==> config.mk <==
export PLATFORM = sky130hd
export DESIGN_NAME = fifo_svc_irq
export DESIGN_NICKNAME = d
export VERILOG_FILES = /design/src/rtl/fifo_svc_irq.sv
export SDC_FILE = /design/constraint.sdc
export NUM_CORES = 1
export LEC_CHECK = 0
export BUFFER_PORTS_ARGS = -buffer_cell sky130_fd_sc_hd__buf_2
export CAP_MARGIN = 40
export CORE_AREA = 2 2 100 102
export CTS_CLUSTER_DIAMETER = 40
export DETAILED_ROUTE_END_ITERATION = 10
export DIE_AREA = 0 0 102 104
export PLACE_DENSITY = 0.83
export SLEW_MARGIN = 20
export SYNTH_ARGS = -nofsm -noshare
export SYNTH_HDL_FRONTEND = slang
export SYNTH_SLANG_ARGS = --single-unit
==> constraint.sdc <==
create_clock -name clk -period 5.7 [get_ports clk]
set_input_delay 1.425 -clock clk [delete_from_list [all_inputs] [get_ports clk]]
set_output_delay 1.425 -clock clk [all_outputs]
set_load 0.02 [all_outputs]
==> src/rtl/fifo_svc_irq.sv <==
module fifo_svc_irq #(
  parameter int DEPTH   = 16,
  parameter int DW      = 8,
  parameter int THR_RST = 8
) (
  input  logic                         clk,
  input  logic                         rst_n,
  input  logic                         wr_en,
  input  logic [DW-1:0]                wr_data,
  input  logic                         thr_we,
  input  logic [$clog2(DEPTH)-1:0]     thr_in,
  input  logic                         mask_we,
  input  logic                         mask_in,
  output logic                         rd_valid,
  output logic [DW-1:0]                rd_data,
  input  logic                         rd_ready,
  output logic                         irq,
  output logic                         svc_mask,
  output logic [$clog2(DEPTH+1)-1:0]   fill_cnt,
  output logic                         ovf
);
  localparam int AW = $clog2(DEPTH);
  localparam int CW = $clog2(DEPTH + 1);

  logic [DW-1:0] mem [DEPTH];
  logic [AW-1:0] wptr, rptr, thr_q;
  logic [CW-1:0] cnt;
  logic          mask_q, ovf_q;

  wire full  = (cnt == CW'(DEPTH));
  wire empty = (cnt == '0);
  wire push  = wr_en & ~full;
  wire pop   = rd_ready & ~empty;

  assign rd_valid = ~empty;
  assign rd_data  = mem[rptr];
  assign irq      = ~mask_q & (cnt <= CW'(thr_q));
  assign svc_mask = mask_q;
  assign fill_cnt = cnt;
  assign ovf      = ovf_q;

  always_ff @(posedge clk) begin
    if (push) mem[wptr] <= wr_data;
  end

  always_ff @(posedge clk or negedge rst_n) begin
    if (!rst_n) begin
      wptr   <= '0;
      rptr   <= '0;
      cnt    <= '0;
      thr_q  <= AW'(THR_RST);
      mask_q <= 1'b1;
      ovf_q  <= 1'b0;
    end else begin
      if (push) wptr <= wptr + 1'b1;
      if (pop)  rptr <= rptr + 1'b1;
      case ({push, pop})
        2'b10:   cnt <= cnt + 1'b1;
        2'b01:   cnt <= cnt - 1'b1;
        default: cnt <= cnt;
      endcase
      if (thr_we) thr_q <= thr_in;
      if (mask_we)  mask_q <= mask_in;
      else if (irq) mask_q <= 1'b1;
      if (wr_en && full) ovf_q <= 1'b1;
    end
  end

  AST_FILL_BOUND: assert property (@(posedge clk) disable iff (!rst_n) cnt <= CW'(DEPTH));
  AST_FILL_INC: assert property (@(posedge clk) disable iff (!rst_n)
    (wr_en && !full && !(rd_ready && !empty)) |=> cnt == $past(cnt) + 1'b1);
  AST_FILL_HOLD: assert property (@(posedge clk) disable iff (!rst_n)
    (wr_en && !full && rd_ready && !empty) |=> $stable(cnt));
  AST_MASK_SET: assert property (@(posedge clk) disable iff (!rst_n)
    (irq && !mask_we) |=> svc_mask);
  AST_FULL_DROP: assert property (@(posedge clk) disable iff (!rst_n)
    (wr_en && full && !rd_ready) |=> (cnt == CW'(DEPTH)) && ovf_q);
  AST_OVF_STICKY: assert property (@(posedge clk) disable iff (!rst_n) ovf_q |=> ovf_q);
  AST_EMPTY_READ: assert property (@(posedge clk) disable iff (!rst_n)
    (empty && rd_ready && !wr_en) |=> (cnt == '0) && !rd_valid);
endmodule

==> impl_metrics.py, run 1 <==
metrics = {
    "final_layout": {
        "multi_input_area_um2": 1620,
        "nFillCells": 599,
        "antennaDiodeCount": 0,
        "fin_area_um2": 7070,
        "fin_nets": 446,
        "seq_area_um2": 4320,
        "drive_gt1_frac": 0.268,
        "layout_commonest_cell": "edfxtp_1",
        "layout_common_cells": "edfxtp_1, buf_2, o21ai_0, mux2i_1, nand2_1",
        "area_delta_synth_final_pct": 16.3,
    },
    "hold_path": {
        "hold_class": "flip-flop to flip-flop",
    },
    "timing": {
        "tightest_slew_ns": 0.857,
        "setup_violations": 0,
        "fin_tns_setup_ns": 0,
        "maxSlewHeadroom": 0.425,
        "period_share": 0.799,
        "drv_slew": 0,
        "timing.fmax_mhz": 220,
        "rsz0062_at_grt": "no",
        "finalHoldViolCount": 0,
        "finalCriticalPeriod_ns": 4.55,
        "skew_ns": 0.00828,
    },
    "global_route": {
        "grt_pass1_wl_um": 19600,
        "grt_max_degree": 36,
        "antenna_found_initial": 0,
        "grtUsageTotal": 0.263,
        "grt_pass1_vias": 3537,
        "overflow": 0,
    },
    "die": {
        "io_pins": 36,
        "dieArea_um2": 10600,
        "die_h_um": 104,
        "rows": 36,
        "initial_core_util": 0.636,
        "core_area_um2": 9550,
        "die_w_um": 102,
    },
    "cts": {
        "post-cts-setup-buffer-count": 0,
        "cts_sinks": 147,
        "clk_latency_ns": 0.53,
        "clockBufferDepth": 2,
        "ctsHoldBuffers": 0,
        "cts_resized": 0,
        "cts_tree": "yes",
        "cts_buffers": 17,
        "path_clk_slew_ns": 0.06,
        "ctsHtreeMaxLevel": 4,
        "root_buffer": "clkbuf_8",
    },
    "yosys": {
        "ys_top_cells_by_area": "edfxtp_1, dfrtp_1, mux4_2",
        "yosysTopAreaCell": "edfxtp_1",
        "yosys_most_used_dff": "edfxtp_1",
        "synth_area_per_cell_um2": 16.7,
        "synth_warnings": 0,
        "yosysTopAreaCellShare": 0.632,
        "synth_seq_cells": 147,
        "synth-edff-count": 128,
        "synthArstFlopShare": 0.129,
        "synthesis.area_um2": 6080,
        "syn_inst": 363,
        "syn_nets": 396,
        "synth_cell_types": 39,
        "ys_seq_area_frac": 0.711,
    },
    "setup_path": {
        "setup.worst_path.class": "flip-flop to output pin",
        "required_ns": 4.28,
        "r2r_setup_slack_ns": 2.72,
        "startpoint_type": "flip-flop",
        "cp_data_arrival_time_ns": 3.13,
        "critPathMaxFanout": 35,
        "cp-end-kind": "output pin",
    },
    "route": {
        "drtIter0Drc": 277,
        "detail-route-antenna-nets": 0,
        "drc": 0,
        "postRouteWirelength_um": 12900,
        "vias": 3434,
        "dr.pass1.iters": 4,
        "wire_per_inst_um": 23.0,
        "vias_per_cell": 6.14,
    },
    "power_and_ir_drop": {
        "cellLeakagePower_uw": 0.00258,
        "p_switching_uw": 1260,
        "p_clk_frac": 0.310,
        "ir_worst_vdd_mv": 0.261,
        "intPower_uw": 2580,
        "switching_share": 0.327,
        "powerDensity_nw_per_um2": 543,
        "p_seq_frac": 0.389,
        "p_comb_frac": 0.301,
    },
    "job": {
        "maxCapViolCount": 0,
    },
    "placement": {
        "place_area_um2": 6360,
        "numPortBuffers": 35,
        "gp_congestion": 0.823,
        "hpwl_um": 7720,
    },
    "status": {
        "status": "completed",
    },
}
-- power groups by stage --
stage / sequential (µW) / clock [µW] / combinational [µW]
after CTS: 1510 / 1200 / 1120
after global routing: 1510 / 1240 / 1250
after floorplan: 1430 / 0 / 869
after detailed placement: 1520 / 0 / 1090
after global placement: 1510 / 0 / 1060
final: 1490 / 1190 / 1160
-- layout make-up --
class	count	share of cell area
tap	133	0.0235
multi-input combinational	187	0.229
clock inverter	10	0.0258
timing repair buffer	48	0.0397
clock buffer	22	0.0641
sequential	147	0.612
inverter	12	0.00637
-- path summary, 6_finish.rpt --
kind,from,depth (start not counted),end
worst min-delay path,ovf,1,ovf
worst min register to register,ovf,1,ovf
max in group asynchronous,rst_n,1,rptr[0]
worst max register to register,fill_cnt[1],11,fill_cnt[4]
min in group asynchronous,rst_n,1,thr_q[1]
worst max-delay path,rptr[0],7,rd_data[5]
-- critical path, cell delays in order (launching register included) --
cell,delay [ns]
dfrtp_2,0.68
buf_4,0.57
mux2_2,0.42
o21ai_0,0.26
a21oi_1,0.12
o21ai_0,0.21
nand2_1,0.13
buf_2,0.18
-- per-stage QoR --
step,power (µW),hold slack [ns],std cells,utilization,setup slack (ns)
floorplan,2300,0.474,363,-,2.36
global placement,2570,0.445,519,0.667,1.94
detailed placement,2610,0.457,519,0.667,1.87
CTS,3820,0.471,551,0.733,1.13
global route,4000,0.495,559,0.740,0.954
finish,3840,0.465,559,0.740,1.15
-- sequential cells by signal (all words and copies together), names as in the netlist --
name / flops
svc_mask: 1
wptr: 4
fill_cnt: 5
rptr: 4
ovf: 1
mem: 128
thr_q: 4
-- per-layer routing --
layer	track usage	wire length, µm	up-vias
li1	-	-	1505
met1	0.341	5090	1741
met2	0.430	6690	159
met3	0.0712	825	29
met4	0.0895	270	0
met5	0	0	-
-- cell usage after synthesis (all sizes together) (3+ instances only) --
library cell  count
a21oi            12
a221oi            8
a22oi             8
buf              11
clkbuf            6
dfrtp            17
edfxtp          128
ha               13
inv              12
mux2             10
mux2i            24
mux4             16
nand2            24
nand2b            3
nor2             14
nor3              4
o21ai            25
xnor2             7
xor2              3
-- logic make-up (layout without fill, tap and decap cells) --
kind of cell / count (synthesis) / in the layout / synth area share
flops: 147 / 147 / 0.711
mux: 50 / 50 / 0.118
xor+xnor: 10 / 10 / 0.0144
fa+ha+maj: 14 / 14 / 0.0301
compound gates: 57 / 57 / 0.0581
buf+inv: 29 / 92 / 0.0235
simple gates: 56 / 56 / 0.0449
(Power assumes the default switching activity.)
==> inputs of run 2 (changes only) <==
--- a/config.mk
+++ b/config.mk
@@ -7,11 +7,11 @@
 export LEC_CHECK = 0
 export BUFFER_PORTS_ARGS = -buffer_cell sky130_fd_sc_hd__buf_2
 export CAP_MARGIN = 40
-export CORE_AREA = 2 2 100 102
+export CORE_AREA = 2 2 110 112
 export CTS_CLUSTER_DIAMETER = 40
 export DETAILED_ROUTE_END_ITERATION = 10
-export DIE_AREA = 0 0 102 104
-export PLACE_DENSITY = 0.83
+export DIE_AREA = 0 0 112 114
+export PLACE_DENSITY = 0.73
 export SLEW_MARGIN = 20
 export SYNTH_ARGS = -nofsm -noshare
 export SYNTH_HDL_FRONTEND = slang
==> constraint.sdc (replaced) <==
create_clock -name clk -period 3.76 [get_ports clk]
set_input_delay 0.94 -clock clk [delete_from_list [all_inputs] [get_ports clk]]
set_output_delay 0.94 -clock clk [all_outputs]
set_load 0.02 [all_outputs]
==> run 2 against run 1 <==
Combinational power grew 53%. Via count shrank 6.4%. Flip-flop and latch count is the same. First-iteration DRC count shrank 18%. Register-to-register slack lost 1.7 ns. Utilization shrank 14 points. Non-clock buffer count shrank 4. Die area grew 20%.
==> impl_metrics.py, run 2 (synthesized netlist as in run 1, its figures left out) <==
metrics = {
    "final_layout": {
        "fin_area_um2": 6990,
        "largest_reg_flops": 128,
        "area_delta_synth_final_pct": 15.1,
        "seq_area_um2": 4320,
        "multi_input_area_um2": 1610,
        "layout_common_cells": "edfxtp_1, buf_2, o21ai_0, mux2i_1, nand2_1",
        "drive_gt1_frac": 0.263,
        "layout_commonest_cell": "edfxtp_1",
        "fin_nets": 442,
        "nFillCells": 872,
        "antennaDiodeCount": 0,
        "largest_register": "mem",
    },
    "cts": {
        "ctsHtreeMaxLevel": 4,
        "cts_sinks": 147,
        "root_buffer": "clkbuf_16",
        "cts_resized": 0,
        "path_clk_slew_ns": 0.06,
        "cts_tree": "yes",
        "clockBufferDepth": 2,
        "cts_buffers": 17,
        "ctsHoldBuffers": 0,
        "clk_latency_ns": 0.42,
        "post-cts-setup-buffer-count": 0,
    },
    "timing": {
        "tightest_slew_ns": 0.862,
        "drv_slew": 0,
        "finalHoldViolCount": 0,
        "period_share": 0.846,
        "hold_slack_ns": 0.449,
        "rsz0062_at_grt": "no",
        "setup_violations": 0,
        "skew_ns": 0.0126,
        "maxSlewHeadroom": 0.423,
        "finalCriticalPeriod_ns": 3.18,
        "fin_tns_setup_ns": 0,
        "finalWorstSetupSlack_ns": 0.578,
        "timing.fmax_mhz": 314,
    },
    "setup_path": {
        "required_ns": 2.82,
        "r2r-start": "fill_cnt[1]",
        "cpLargestDelayFamily": "multiplexers",
        "slowest_stage": "mux4_2",
        "critPathMaxFanout": 51,
        "reg2reg_to": "fill_cnt[4]",
        "max_stage_delay_ns": 0.58,
        "r2r_setup_slack_ns": 0.98,
        "setup.worst_path.class": "flip-flop to output pin",
        "startpoint_type": "flip-flop",
        "cp.buffers_inverters": 2,
        "crit_chain": "buf_12, mux4_2, a22oi_1, nand2_1, buf_2",
        "cp-end-kind": "output pin",
        "r2r_cells": 11,
        "cp_data_arrival_time_ns": 2.24,
    },
    "route": {
        "wire_per_inst_um": 19.9,
        "drc": 0,
        "vias_per_cell": 5.65,
        "postRouteWirelength_um": 11300,
        "vias": 3215,
        "dr.pass1.iters": 4,
        "drtIter0Drc": 227,
        "detail-route-antenna-nets": 0,
    },
    "power_and_ir_drop": {
        "p_switching_uw": 1920,
        "p_comb_frac": 0.319,
        "p_seq_frac": 0.393,
        "cellLeakagePower_uw": 0.00254,
        "intPower_uw": 3670,
        "powerDensity_nw_per_um2": 799,
        "ir_worst_vdd_mv": 0.373,
        "switching_share": 0.344,
        "p_clk_frac": 0.288,
    },
    "global_route": {
        "grtUsageTotal": 0.187,
        "grt_max_degree": 52,
        "grt_pass1_wl_um": 17600,
        "antenna_found_initial": 0,
        "overflow": 0,
        "grt_pass1_vias": 3103,
    },
    "die": {
        "rows": 40,
        "die_h_um": 114,
        "io_pins": 36,
        "initial_core_util": 0.519,
        "dieArea_um2": 12800,
        "core_area_um2": 11700,
        "die_w_um": 112,
    },
    "placement": {
        "numPortBuffers": 35,
        "gp_congestion": 0.794,
        "hpwl_um": 7370,
        "post-place-ws_ns": 0.632,
        "place_area_um2": 6400,
    },
    "status": {
        "status": "completed",
    },
    "hold_path": {
        "hold_class": "input pin to async pin",
    },
    "job": {
        "maxCapViolCount": 0,
    },
}
-- run 2: worst max-delay path by stage --
stage / slack, ns / depth (start not counted) / start / to
after floorplan: 0.89 / 11 / fill_cnt[1] / fill_cnt[4]
after global placement: 0.72 / 10 / wr_en / fill_cnt[4]
after detailed placement: 0.63 / 10 / wr_en / fill_cnt[4]
after CTS: 0.57 / 7 / rptr[0] / rd_data[0]
after global routing: 0.43 / 7 / rptr[0] / rd_data[0]
final: 0.58 / 5 / rptr[0] / rd_data[0]
-- run 2: layout make-up --
class / instances / area share
Inverter: 12 / 0.00644
Clock buffer: 17 / 0.0608
Multi-Input combinational cell: 187 / 0.231
Timing Repair Buffer: 44 / 0.0365
Clock inverter: 15 / 0.0211
Sequential cell: 147 / 0.618
Tap cell: 147 / 0.0263
-- run 2: per-layer routing --
layer,global-route usage,vias up,wire (µm)
li1,-,1505,-
met1,0.267,1602,5110
met2,0.284,96,5460
met3,0.0425,12,642
met4,0.0748,0,137
met5,0,-,0
-- run 2: through the flow --
step / utilization / cells / power (µW)
6_report: 0.597 / 569 / 5590
2_1_floorplan: - / 363 / 3490
4_1_cts: 0.596 / 567 / 5620
3_3_place_gp: 0.547 / 535 / 3930
5_1_grt: 0.597 / 569 / 5870
3_5_place_dp: 0.547 / 535 / 4000
-- run 2: power by group through the flow --
| stage | combinational (µW) | clock (µW) | sequential, µW |
|---|---|---|---|
| 2_1_floorplan | 1320 | 0 | 2170 |
| 3_3_place_gp | 1710 | 0 | 2210 |
| 3_5_place_dp | 1770 | 0 | 2230 |
| 4_1_cts | 1780 | 1640 | 2200 |
| 5_1_grt | 1940 | 1700 | 2220 |
| 6_report | 1780 | 1610 | 2200 |
==> inputs of run 3 (changes only) <==
--- a/config.mk
+++ b/config.mk
@@ -7,11 +7,11 @@
 export LEC_CHECK = 0
 export BUFFER_PORTS_ARGS = -buffer_cell sky130_fd_sc_hd__buf_2
 export CAP_MARGIN = 40
-export CORE_AREA = 2 2 110 112
+export CORE_AREA = 2 2 104 106
 export CTS_CLUSTER_DIAMETER = 40
 export DETAILED_ROUTE_END_ITERATION = 10
-export DIE_AREA = 0 0 112 114
-export PLACE_DENSITY = 0.73
+export DIE_AREA = 0 0 106 108
+export PLACE_DENSITY = 0.78
 export SLEW_MARGIN = 20
 export SYNTH_ARGS = -nofsm -noshare
 export SYNTH_HDL_FRONTEND = slang
==> constraint.sdc (replaced) <==
create_clock -name clk -period 3.2 [get_ports clk]
set_input_delay 0.8 -clock clk [delete_from_list [all_inputs] [get_ports clk]]
set_output_delay 0.8 -clock clk [all_outputs]
set_load 0.02 [all_outputs]
==> run 3 against run 2 <==
Worst setup slack worse by 0.48 ns. Global-route usage increased by 4.5 points. First-iteration DRC count up 4.8%. Critical path type unchanged. Largest cell class unchanged. Routed wire length increased by 7.3%. Final area up 1.9%.
==> impl_metrics.py, run 3 (synthesized netlist as in run 1, its figures left out) <==
metrics = {
    "route": {
        "dr.pass1.iters": 4,
        "wire_per_inst_um": 21.5,
        "dr_wl_met2_um": 6190,
        "wl_met1_um": 5060,
        "detail-route-antenna-nets": 0,
        "vias_per_cell": 5.87,
        "postRouteWirelength_um": 12200,
        "routed.top_layer": "met4",
        "vias": 3321,
        "wl_met3_um": 714,
        "drc": 0,
        "drtIter0Drc": 238,
    },
    "final_layout": {
        "area_delta_synth_final_pct": 17.2,
        "antennaDiodeCount": 0,
        "largest_register": "mem",
        "layout_commonest_cell": "edfxtp_1",
        "layout_common_cells": "edfxtp_1, buf_2, mux2i_1, nand2_1, o21ai_0",
        "drive_gt1_frac": 0.286,
        "largest_reg_flops": 128,
        "nFillCells": 666,
        "fin_nets": 452,
    },
    "cts": {
        "clockBufferDepth": 2,
        "path_clk_slew_ns": 0.06,
        "root_buffer": "clkbuf_8",
        "ctsHtreeMaxLevel": 4,
        "cts_buffers": 17,
        "cts_sinks": 147,
        "cts_tree": "yes",
        "clk_latency_ns": 0.53,
    },
    "hold_path": {
        "hold_class": "input pin to async pin",
    },
    "power_and_ir_drop": {
        "cellLeakagePower_uw": 0.00260,
        "powerDensity_nw_per_um2": 951,
        "ir_worst_vdd_mv": 0.745,
        "p_total_uw": 6780,
    },
    "global_route": {
        "antenna_found_initial": 0,
        "grt_max_degree": 25,
        "overflow": 0,
        "grtUsageTotal": 0.233,
        "grt_pass1_wl_um": 18900,
        "grt_pass1_vias": 3384,
    },
    "timing": {
        "skew_ns": 0.00906,
        "drv_slew": 0,
        "finalHoldViolCount": 0,
        "hold_slack_ns": 0.211,
        "setup_violations": 0,
        "period_share": 0.971,
        "timing.fmax_mhz": 322,
        "finalCriticalPeriod_ns": 3.11,
        "maxSlewHeadroom": 0.482,
        "tightest_slew_ns": 0.775,
    },
    "status": {
        "status": "completed",
    },
    "die": {
        "die_h_um": 108,
        "io_pins": 36,
        "core_area_um2": 10200,
        "die_w_um": 106,
        "initial_core_util": 0.594,
        "rows": 37,
        "dieArea_um2": 11400,
    },
    "placement": {
        "hpwl_um": 7420,
        "gp_congestion": 0.809,
        "numPortBuffers": 35,
    },
    "setup_path": {
        "startpoint_type": "flip-flop",
        "cp_data_arrival_time_ns": 2.31,
        "critPathMaxFanout": 24,
        "setup.worst_path.class": "flip-flop to output pin",
        "required_ns": 2.40,
        "cp-end-kind": "output pin",
    },
    "job": {
        "maxCapViolCount": 0,
    },
}
[run 3: timing repair]
item	CTS	global route
hold endpoints to repair	0	0
hold buffers	0	0
setup buffers	0	2
gates resized for setup	5	8
endpoints found under the setup margin	6	8
gates cloned	1	0
[run 3: where the power goes]
group	internal, µW	total, µW	switching [µW]
clock	1170	1890	723
combinational	974	2270	1300
sequential	2360	2610	250
[run 3: through the flow]
step | cell area (µm²) | util | std cells | setup TNS (ns) | worst slack [ns]
final | 7120 | 0.696 | 566 | 0 | 0.0942
after global routing | 7120 | 0.696 | 566 | -0.0316 | -0.0316
after CTS | 7070 | 0.691 | 564 | 0 | 0.0113
after detailed placement | 6460 | 0.631 | 533 | 0 | 0.364
after global placement | 6460 | 0.631 | 533 | 0 | 0.495
after floorplan | 6080 | - | 363 | 0 | 0.331
[run 3: per-layer routing]
| layer | vias up | track usage |
|---|---|---|
| met5 | - | 0 |
| met4 | 0 | 0.0855 |
| met3 | 19 | 0.0579 |
| met2 | 105 | 0.384 |
| met1 | 1687 | 0.305 |
| li1 | 1510 | - |
[run 3: final timing paths]
path	startpoint	slack, ns	to	cells past startpoint
max	rptr[0]	0.09	rd_data[0]	7
min	rst_n	0.21	thr_q[1]	1
max reg2reg	fill_cnt[1]	0.35	fill_cnt[4]	10
min reg2reg	ovf	0.47	ovf	1
max in group asynchronous	rst_n	2.66	thr_q[3]	1
min in group clk	mask_we	0.44	svc_mask	2
[run 3: worst max-delay path, cell delays in order (launching register included)]
cell	delay, ns
dfrtp_2	0.44
buf_16	0.23
mux2_2	0.36
o21ai_0	0.14
a21oi_1	0.10
o21ai_1	0.21
nand2_1	0.12
buf_2	0.17
[run 3: area by class of cell]
| class | instances | area, µm² | area share |
|---|---|---|---|
| Clock buffer | 18 | 418 | 0.0587 |
| Tap cell | 136 | 170 | 0.0239 |
| Clock inverter | 12 | 140 | 0.0197 |
| Timing Repair Buffer | 54 | 370 | 0.0520 |
| Inverter | 12 | 45.0 | 0.00632 |
| Multi-Input combinational cell | 187 | 1650 | 0.232 |
| Sequential cell | 147 | 4330 | 0.607 |
